**src/rtl/uart_rx_pkg.sv**
```systemverilog
package uart_rx_pkg;
  localparam int DATA_W = 8;

  localparam logic [2:0] ADDR_DATA    = 3'd0;
  localparam logic [2:0] ADDR_STATUS  = 3'd3;
  localparam logic [2:0] ADDR_SCRATCH = 3'd6;

  typedef struct packed {
    logic brk;
    logic parity;
    logic framing;
  } rxTagsT;

  typedef struct packed {
    logic [DATA_W-1:0] data;
    rxTagsT            tags;
  } rxEntryT;

  typedef struct packed {
    logic    push;
    logic    drop;
    logic    pop;
    logic    statusRead;
    logic    scratchWrite;
    rxEntryT pushEntry;
  } ctrlStrobesT;
endpackage

```
**src/rtl/uartRxControl.sv**
```systemverilog
module uartRxControl
  import uart_rx_pkg::*;
#(
  parameter int OSR = 16
) (
  input  logic        clk,
  input  logic        rstN,
  input  logic        rxLine,
  input  logic        sampleTick,
  input  logic        parityEn,
  input  logic        parityOdd,
  input  logic [2:0]  regAddr,
  input  logic        regRead,
  input  logic        regWrite,
  input  logic        fifoEmpty,
  input  logic        fifoFull,
  output ctrlStrobesT strobes
);
  localparam int CNT_W = $clog2(OSR);
  localparam int BIT_W = $clog2(DATA_W);
  localparam logic [CNT_W-1:0] MID_CNT  = CNT_W'(OSR / 2 - 1);
  localparam logic [CNT_W-1:0] LAST_CNT = CNT_W'(OSR - 1);
  localparam logic [BIT_W-1:0] LAST_BIT = BIT_W'(DATA_W - 1);

  typedef enum logic [2:0] {
    RX_IDLE, RX_START, RX_DATA, RX_PARITY, RX_STOP, RX_BRKWAIT
  } rxStateT;

  rxStateT           state;
  logic              rxMeta, rxSync;
  logic [CNT_W-1:0]  cnt;
  logic [BIT_W-1:0]  bitIdx;
  logic [DATA_W-1:0] shiftReg;
  logic              parBit;
  logic              allZero;
  logic              pushPending;
  rxEntryT           pushEntryQ;
  logic              parityBad;

  assign parityBad = parityEn & (parBit != ((^shiftReg) ^ parityOdd));

  always_ff @(posedge clk or negedge rstN) begin
    if (!rstN) begin
      rxMeta <= 1'b1;
      rxSync <= 1'b1;
    end else begin
      rxMeta <= rxLine;
      rxSync <= rxMeta;
    end
  end

  always_ff @(posedge clk or negedge rstN) begin
    if (!rstN) begin
      state       <= RX_IDLE;
      cnt         <= '0;
      bitIdx      <= '0;
      shiftReg    <= '0;
      parBit      <= 1'b0;
      allZero     <= 1'b0;
      pushPending <= 1'b0;
      pushEntryQ  <= '0;
    end else begin
      pushPending <= 1'b0;
      if (sampleTick) begin
        unique case (state)
          RX_IDLE: begin
            if (!rxSync) begin
              state <= RX_START;
              cnt   <= '0;
            end
          end
          RX_START: begin
            if (cnt == MID_CNT) begin
              cnt     <= '0;
              bitIdx  <= '0;
              allZero <= 1'b1;
              state   <= rxSync ? RX_IDLE : RX_DATA;
            end else begin
              cnt <= cnt + 1'b1;
            end
          end
          RX_DATA: begin
            if (cnt == LAST_CNT) begin
              cnt      <= '0;
              shiftReg <= {rxSync, shiftReg[DATA_W-1:1]};
              allZero  <= allZero & ~rxSync;
              bitIdx   <= bitIdx + 1'b1;
              if (bitIdx == LAST_BIT) state <= parityEn ? RX_PARITY : RX_STOP;
            end else begin
              cnt <= cnt + 1'b1;
            end
          end
          RX_PARITY: begin
            if (cnt == LAST_CNT) begin
              cnt     <= '0;
              parBit  <= rxSync;
              allZero <= allZero & ~rxSync;
              state   <= RX_STOP;
            end else begin
              cnt <= cnt + 1'b1;
            end
          end
          RX_STOP: begin
            if (cnt == LAST_CNT) begin
              cnt             <= '0;
              pushPending     <= 1'b1;
              pushEntryQ.data <= shiftReg;
              if (rxSync) begin
                pushEntryQ.tags <= '{brk: 1'b0, parity: parityBad, framing: 1'b0};
                state           <= RX_IDLE;
              end else if (allZero) begin
                pushEntryQ.tags <= '{brk: 1'b1, parity: 1'b0, framing: 1'b0};
                state           <= RX_BRKWAIT;
              end else begin
                pushEntryQ.tags <= '{brk: 1'b0, parity: parityBad, framing: 1'b1};
                bitIdx          <= '0;
                allZero         <= 1'b1;
                state           <= RX_DATA;
              end
            end else begin
              cnt <= cnt + 1'b1;
            end
          end
          RX_BRKWAIT: begin
            if (rxSync) state <= RX_IDLE;
          end
          default: state <= RX_IDLE;
        endcase
      end
    end
  end

  assign strobes.push         = pushPending & ~fifoFull;
  assign strobes.drop         = pushPending & fifoFull;
  assign strobes.pop          = regRead && (regAddr == ADDR_DATA) && !fifoEmpty;
  assign strobes.statusRead   = regRead && (regAddr == ADDR_STATUS);
  assign strobes.scratchWrite = regWrite && (regAddr == ADDR_SCRATCH);
  assign strobes.pushEntry    = pushEntryQ;
endmodule

```
**src/rtl/uartRxDatapath.sv**
```systemverilog
module uartRxDatapath
  import uart_rx_pkg::*;
#(
  parameter int DEPTH = 16
) (
  input  logic              clk,
  input  logic              rstN,
  input  ctrlStrobesT       strobes,
  input  logic              fifoEn,
  input  logic [2:0]        regAddr,
  input  logic [DATA_W-1:0] regWdata,
  input  logic              holdEmptyIn,
  input  logic              shiftEmptyIn,
  output logic [DATA_W-1:0] regRdata,
  output logic              fifoEmpty,
  output logic              fifoFull
);
  localparam int PTR_W = (DEPTH > 1) ? $clog2(DEPTH) : 1;
  localparam int LVL_W = $clog2(DEPTH + 1);
  localparam logic [LVL_W-1:0] DEPTH_L  = LVL_W'(DEPTH);
  localparam logic [LVL_W-1:0] ONE_L    = LVL_W'(1);
  localparam logic [PTR_W-1:0] LAST_PTR = PTR_W'(DEPTH - 1);

  rxEntryT           mem [DEPTH];
  logic [PTR_W-1:0]  wrPtr, rdPtr;
  logic [LVL_W-1:0]  level, errCount, capacity;
  logic              headMask, overrunFlag, anyErrFlag;
  logic [DATA_W-1:0] scratchReg;
  rxEntryT           headEntry;
  rxTagsT            shownTags;
  logic              pushErr, popErr;
  logic [DATA_W-1:0] statusByte;

  assign headEntry = mem[rdPtr];
  assign capacity  = fifoEn ? DEPTH_L : ONE_L;
  assign fifoEmpty = (level == '0);
  assign fifoFull  = (level >= capacity);
  assign pushErr   = strobes.push & (|strobes.pushEntry.tags);
  assign popErr    = strobes.pop & (|headEntry.tags);

  always_ff @(posedge clk) begin
    if (strobes.push) mem[wrPtr] <= strobes.pushEntry;
  end

  always_ff @(posedge clk or negedge rstN) begin
    if (!rstN) begin
      wrPtr    <= '0;
      rdPtr    <= '0;
      level    <= '0;
      errCount <= '0;
    end else begin
      if (strobes.push) wrPtr <= (wrPtr == LAST_PTR) ? '0 : wrPtr + 1'b1;
      if (strobes.pop)  rdPtr <= (rdPtr == LAST_PTR) ? '0 : rdPtr + 1'b1;
      unique case ({strobes.push, strobes.pop})
        2'b10:   level <= level + ONE_L;
        2'b01:   level <= level - ONE_L;
        default: ;
      endcase
      unique case ({pushErr, popErr})
        2'b10:   errCount <= errCount + ONE_L;
        2'b01:   errCount <= errCount - ONE_L;
        default: ;
      endcase
    end
  end

  always_ff @(posedge clk or negedge rstN) begin
    if (!rstN) begin
      headMask    <= 1'b0;
      overrunFlag <= 1'b0;
      anyErrFlag  <= 1'b0;
      scratchReg  <= '0;
    end else begin
      if (strobes.pop) headMask <= 1'b0;
      else if (strobes.statusRead && !fifoEmpty) headMask <= 1'b1;

      if (strobes.drop) overrunFlag <= 1'b1;
      else if (strobes.statusRead) overrunFlag <= 1'b0;

      if (pushErr) anyErrFlag <= 1'b1;
      else if (strobes.statusRead && errCount == '0) anyErrFlag <= 1'b0;

      if (strobes.scratchWrite) scratchReg <= regWdata;
    end
  end

  assign shownTags  = (!fifoEmpty && !headMask) ? headEntry.tags : '0;
  assign statusByte = {holdEmptyIn & shiftEmptyIn, holdEmptyIn, anyErrFlag & fifoEn,
                       overrunFlag, shownTags.brk, shownTags.parity, shownTags.framing,
                       !fifoEmpty};

  always_comb begin
    unique case (regAddr)
      ADDR_DATA:    regRdata = fifoEmpty ? '0 : headEntry.data;
      ADDR_STATUS:  regRdata = statusByte;
      ADDR_SCRATCH: regRdata = scratchReg;
      default:      regRdata = '0;
    endcase
  end
endmodule

```
**src/rtl/uartRxLineStatus.sv**
```systemverilog
module uartRxLineStatus
  import uart_rx_pkg::*;
#(
  parameter int DEPTH = 16,
  parameter int OSR   = 16
) (
  input  logic       clk,
  input  logic       rstN,
  input  logic       rxLine,
  input  logic       sampleTick,
  input  logic       parityEn,
  input  logic       parityOdd,
  input  logic       fifoEn,
  input  logic [2:0] regAddr,
  input  logic       regRead,
  input  logic       regWrite,
  input  logic [7:0] regWdata,
  input  logic       holdEmptyIn,
  input  logic       shiftEmptyIn,
  output logic [7:0] regRdata
);
  ctrlStrobesT strobes;
  logic        fifoEmpty;
  logic        fifoFull;

  uartRxControl #(.OSR(OSR)) ctrl_i (
    .clk(clk), .rstN(rstN), .rxLine(rxLine), .sampleTick(sampleTick),
    .parityEn(parityEn), .parityOdd(parityOdd), .regAddr(regAddr),
    .regRead(regRead), .regWrite(regWrite), .fifoEmpty(fifoEmpty),
    .fifoFull(fifoFull), .strobes(strobes)
  );

  uartRxDatapath #(.DEPTH(DEPTH)) dp_i (
    .clk(clk), .rstN(rstN), .strobes(strobes), .fifoEn(fifoEn),
    .regAddr(regAddr), .regWdata(regWdata), .holdEmptyIn(holdEmptyIn),
    .shiftEmptyIn(shiftEmptyIn), .regRdata(regRdata), .fifoEmpty(fifoEmpty),
    .fifoFull(fifoFull)
  );
endmodule

```
**config.mk**
```make
export PLATFORM = sky130hd
export DESIGN_NAME = uartRxLineStatus
export DESIGN_NICKNAME = d
export VERILOG_FILES = /design/src/rtl/uart_rx_pkg.sv /design/src/rtl/uartRxControl.sv /design/src/rtl/uartRxDatapath.sv /design/src/rtl/uartRxLineStatus.sv
export SDC_FILE = /design/constraint.sdc
export NUM_CORES = 1
export LEC_CHECK = 0
export ABC_CLOCK_PERIOD_IN_PS = 3920
export BUFFER_PORTS_ARGS = -buffer_cell sky130_fd_sc_hd__buf_2
export CAP_MARGIN = 20
export CORE_AREA = 2 2 124 174
export CTS_CLUSTER_SIZE = 28
export DETAILED_ROUTE_END_ITERATION = 8
export DIE_AREA = 0 0 126 176
export PLACE_DENSITY = 0.71
export SLEW_MARGIN = 20
export SYNTH_ARGS = -nofsm -noshare
export SYNTH_HDL_FRONTEND = slang
export SYNTH_SLANG_ARGS = --single-unit
export TNS_END_PERCENT = 10
```
**constraint.sdc**
```tcl
create_clock -name clk -period 3.92 [get_ports clk]
set_input_delay 0 -clock clk [delete_from_list [all_inputs] [get_ports clk]]
set_output_delay 0 -clock clk [all_outputs]
set_load 0.05 [all_outputs]
```
==> flow_metrics.py <==
metrics = {
    "sta": {
        "hold_slack_ns": 0.04182,
        "slew_headroom_pct": 41.61,
        "rsz0062_at_grt": "no",
        "worst_pin_slew_ns": 0.8726,
        "setup_viol": 0,
        "drv_slew": 0,
        "finalCritPeriodShare_pct": 92.07,
        "skew_ns": 0.006675,
        "fmax_mhz": 277.1,
        "period_needed_ns": 3.609,
        "hold_viol_final": 0,
        "setup_tns_ns": 0,
    },
    "critical_path": {
        "start_kind": "flop",
        "timing.rr.start": "dp_i.rdPtr[0]$_DFFE_PN0P_",
        "path_class": "reg2reg",
        "worstPathArrival_ns": 3.99,
        "cp-end-kind": "flop",
        "critPathMaxFanout": 11,
        "reg2reg_slack_ns": 0.31,
        "required_ns": 4.31,
        "ff2ff_path_depth": 13,
        "r2r_end": "dp_i.errCount[4]$_DFFE_PN0P_",
    },
    "pwr": {
        "p_per_area_nw_per_um2": 542.8,
        "p_leak_uw": 0.004093,
        "pwr-share-clk_pct": 33.5,
        "finalPower_uw": 6257,
        "ir_drop_v": 0.0003313,
        "switchingPower_uw": 1737,
        "power.internal_uw": 4521,
        "p_sw_share_pct": 27.75,
        "sequentialPowerShare_pct": 48.1,
        "pwr-share-comb_pct": 18.4,
    },
    "global_route": {
        "grt_pass1_wl_um": 31930,
        "grt_pass1_vias": 5808,
        "antenna_found_initial": 0,
        "gr-total-overflow": 0,
        "grtUsageTotal_pct": 18.62,
        "grt_max_degree": 36,
    },
    "detailed_routing": {
        "ant_nets": 0,
        "drt-vias-per-instance": 5.858,
        "drt_pass1_iterations": 5,
        "post-route-drc-count": 0,
        "totalWireLength_um": 20000,
        "num_vias": 5501,
        "wl_per_cell_um": 21.30,
        "drt_iter0_drc": 353,
    },
    "flow_run": {
        "max_cap_viol_count": 0,
    },
    "placement": {
        "port_buffers": 29,
        "place_congestion": 0.8133,
        "placed_area_um2": 10680,
        "place_inst": 885,
        "hpwlAfterDp_um": 13510,
    },
    "clocking": {
        "clock_sinks": 239,
        "clk_pin_slew_ns": 0.07,
        "clockBufferDepth": 3,
        "clock_latency_ns": 0.50,
        "post_cts_buffers": 0,
        "ctsHtreeMaxLevel": 1,
        "cts-root-buf": "clkbuf_16",
        "cts_tree": "yes",
        "cts_made_buffers": 23,
    },
    "cells_and_area": {
        "fin_nets": 709,
        "drive_gt1_share_pct": 27.53,
        "area_growth_pct": 14.13,
        "finalInstanceArea_um2": 11530,
        "layout.cells.non_filler": 939,
        "antenna_cells": 0,
    },
    "floorplan": {
        "num_io_pins": 30,
        "fp-row-count": 62,
        "die_area_um2": 22180,
        "start_util_pct": 49.32,
        "die_y_um": 176,
        "core-area_um2": 20480,
        "die_w_um": 126,
    },
    "hold_path": {
        "hold_depth": 5,
        "hold_path_class": "in2reg",
        "hold_end": "dp_i.overrunFlag$_DFFE_PN0P_",
        "worstHoldStart": "regAddr[2]",
    },
    "synth": {
        "avgSynthCellArea_um2": 16.89,
        "synth_seq_area_share_pct": 67.95,
        "synthArstFlopShare_pct": 26.36,
        "ys.flop_type": "edfxtp_1",
        "syn-cell-area_um2": 10100,
        "synth_edf_count": 176,
        "synthDistinctLibCells": 49,
        "yosys_warnings": 0,
        "synth_seq_cells": 239,
        "syn_nets": 640,
        "synthCells": 598,
    },
    "run_status": {
        "status": "finished, final reports clean",
    },
}
==> Yosys cell counts (8+ instances only) <==
| library cell | number | area [µm²] |
|---|---|---|
| edfxtp_1 | 176 | 5285 |
| dfrtp_1 | 61 | 1526 |
| mux4_2 | 52 | 1171 |
| nand2_1 | 39 | 146.4 |
| mux2_2 | 33 | 371.6 |
| nor2_1 | 28 | 105.1 |
| ha_1 | 18 | 225.2 |
| o21ai_0 | 18 | 90.09 |
| clkbuf_1 | 17 | 63.81 |
| xnor2_1 | 17 | 148.9 |
| inv_1 | 15 | 56.30 |
| nand3_1 | 14 | 70.07 |
| a21oi_1 | 10 | 50.05 |
| nor3_1 | 10 | 50.05 |
| buf_2 | 8 | 40.04 |
==> what timing repair did <==
item,4_1_cts,5_1_grt
hold buffers,13,0
setup endpoints to repair,0,0
hold endpoints to repair,50,0
resized for setup,0,0
==> routing by layer <==
layer  track usage, %  vias to the layer above  routed length (µm)
met5                0                        -                   0
met4            5.952                        0                 503
met3            2.606                       37                 980
met2            34.39                      161               10830
met1            22.49                     2835                7689
li1                 -                     2468                   -
==> cell families (layout without fill, tap and decap cells) <==
kind of cell | count (synthesis) | count (layout) | synth area share (%)
AO/OA/AOI/OAI | 68 | 68 | 4.596
XOR/XNOR | 23 | 23 | 1.994
adder cells (fa/ha/maj) | 20 | 20 | 2.626
buffers and inverters | 43 | 128 | 1.734
flip-flops | 239 | 239 | 67.95
multiplexers | 91 | 91 | 15.87
AND/OR/NAND/NOR | 114 | 114 | 5.228
==> power groups by stage <==
| stage | Combinational, µW | Clock, µW | Sequential (µW) |
|---|---|---|---|
| global route | 1260 | 2240 | 3040 |
| CTS | 1170 | 2140 | 3010 |
| floorplan | 974 | 0 | 2930 |
| finish | 1150 | 2100 | 3010 |
| global placement | 1120 | 0 | 3050 |
| detailed placement | 1150 | 0 | 3060 |
==> critical path, cell delays in order, from the launching register on <==
cell      delay, ns
dfrtp_2        0.53
buf_4          0.23
mux4_2         0.50
o211ai_1       0.17
o211ai_1       0.17
nor3_1         0.26
nor2_1         0.07
ha_1           0.30
fa_1           0.49
a21o_1         0.20
a21oi_1        0.18
xor2_1         0.18
nor2_1         0.07
xor2_1         0.15
==> flip-flops by register name, summed over array words and instances (netlist names), 4 cells and up <==
| register | count |
|---|---|
| dp_i.rdPtr | 4 |
| dp_i.scratchReg | 8 |
| ctrl_i.cnt | 4 |
| dp_i.mem | 176 |
| dp_i.wrPtr | 4 |
| ctrl_i.strobes | 11 |
| dp_i.level | 5 |
| dp_i.errCount | 5 |
| ctrl_i.shiftReg | 8 |
==> how the worst max path moves through the flow <==
stage / start / depth (start not counted) / slack (ns) / end
after floorplan: dp_i.rdPtr[0]$_DFFE_PN0P_ / 14 / 0.46 / dp_i.errCount[4]$_DFFE_PN0P_
after global placement: dp_i.rdPtr[0]$_DFFE_PN0P_ / 13 / 0.38 / dp_i.errCount[4]$_DFFE_PN0P_
after detailed placement: dp_i.rdPtr[0]$_DFFE_PN0P_ / 13 / 0.31 / dp_i.errCount[4]$_DFFE_PN0P_
after CTS: dp_i.rdPtr[0]$_DFFE_PN0P_ / 13 / 0.31 / dp_i.errCount[4]$_DFFE_PN0P_
after global routing: dp_i.rdPtr[0]$_DFFE_PN0P_ / 13 / 0.09 / dp_i.errCount[4]$_DFFE_PN0P_
final: dp_i.rdPtr[0]$_DFFE_PN0P_ / 13 / 0.31 / dp_i.errCount[4]$_DFFE_PN0P_
==> area by class of cell <==
| type | instances | area (µm²) |
|---|---|---|
| clock buffers | 24 | 579.3 |
| clock inverters | 17 | 137.6 |
| fillers | 1555 | 8951 |
| inverters | 15 | 56.30 |
| multi-input cells | 316 | 3068 |
| flip-flops and latches | 239 | 6867 |
| well taps | 256 | 320.3 |
| repair buffers | 72 | 500.5 |
==> stage by stage <==
step                utilization (%)  worst slack (ns)
global route                  56.29           0.08544
CTS                           56.29            0.3073
floorplan                         -            0.4574
finish                        56.29            0.3108
global placement              52.16            0.3810
detailed placement            52.16            0.3093
==> layout by cell type, fill, tap and decap left out, types with 3 or more instances in the layout <==
| cell type | count |
|---|---|
| a21o_1 | 6 |
| a21oi_1 | 10 |
| a22o_1 | 5 |
| a22oi_1 | 3 |
| buf_2 | 29 |
| buf_4 | 30 |
| clkbuf_16 | 23 |
| clkinv_1 | 3 |
| clkinv_2 | 5 |
| dfrtp_1 | 59 |
| dlygate4sd3_1 | 13 |
| edfxtp_1 | 176 |
| ha_1 | 18 |
| inv_1 | 15 |
| inv_6 | 4 |
| mux2_2 | 33 |
| mux2i_1 | 6 |
| mux4_2 | 52 |
| nand2_1 | 39 |
| nand2b_1 | 3 |
| nand3_1 | 14 |
| nand3b_1 | 4 |
| nor2_1 | 28 |
| nor2b_1 | 4 |
| nor3_1 | 10 |
| o211ai_1 | 6 |
| o21ai_0 | 18 |
| o2bb2ai_1 | 3 |
| o31ai_1 | 5 |
| xnor2_1 | 17 |
| xor2_1 | 6 |
Note: power is estimated with default switching activity, not from simulation.
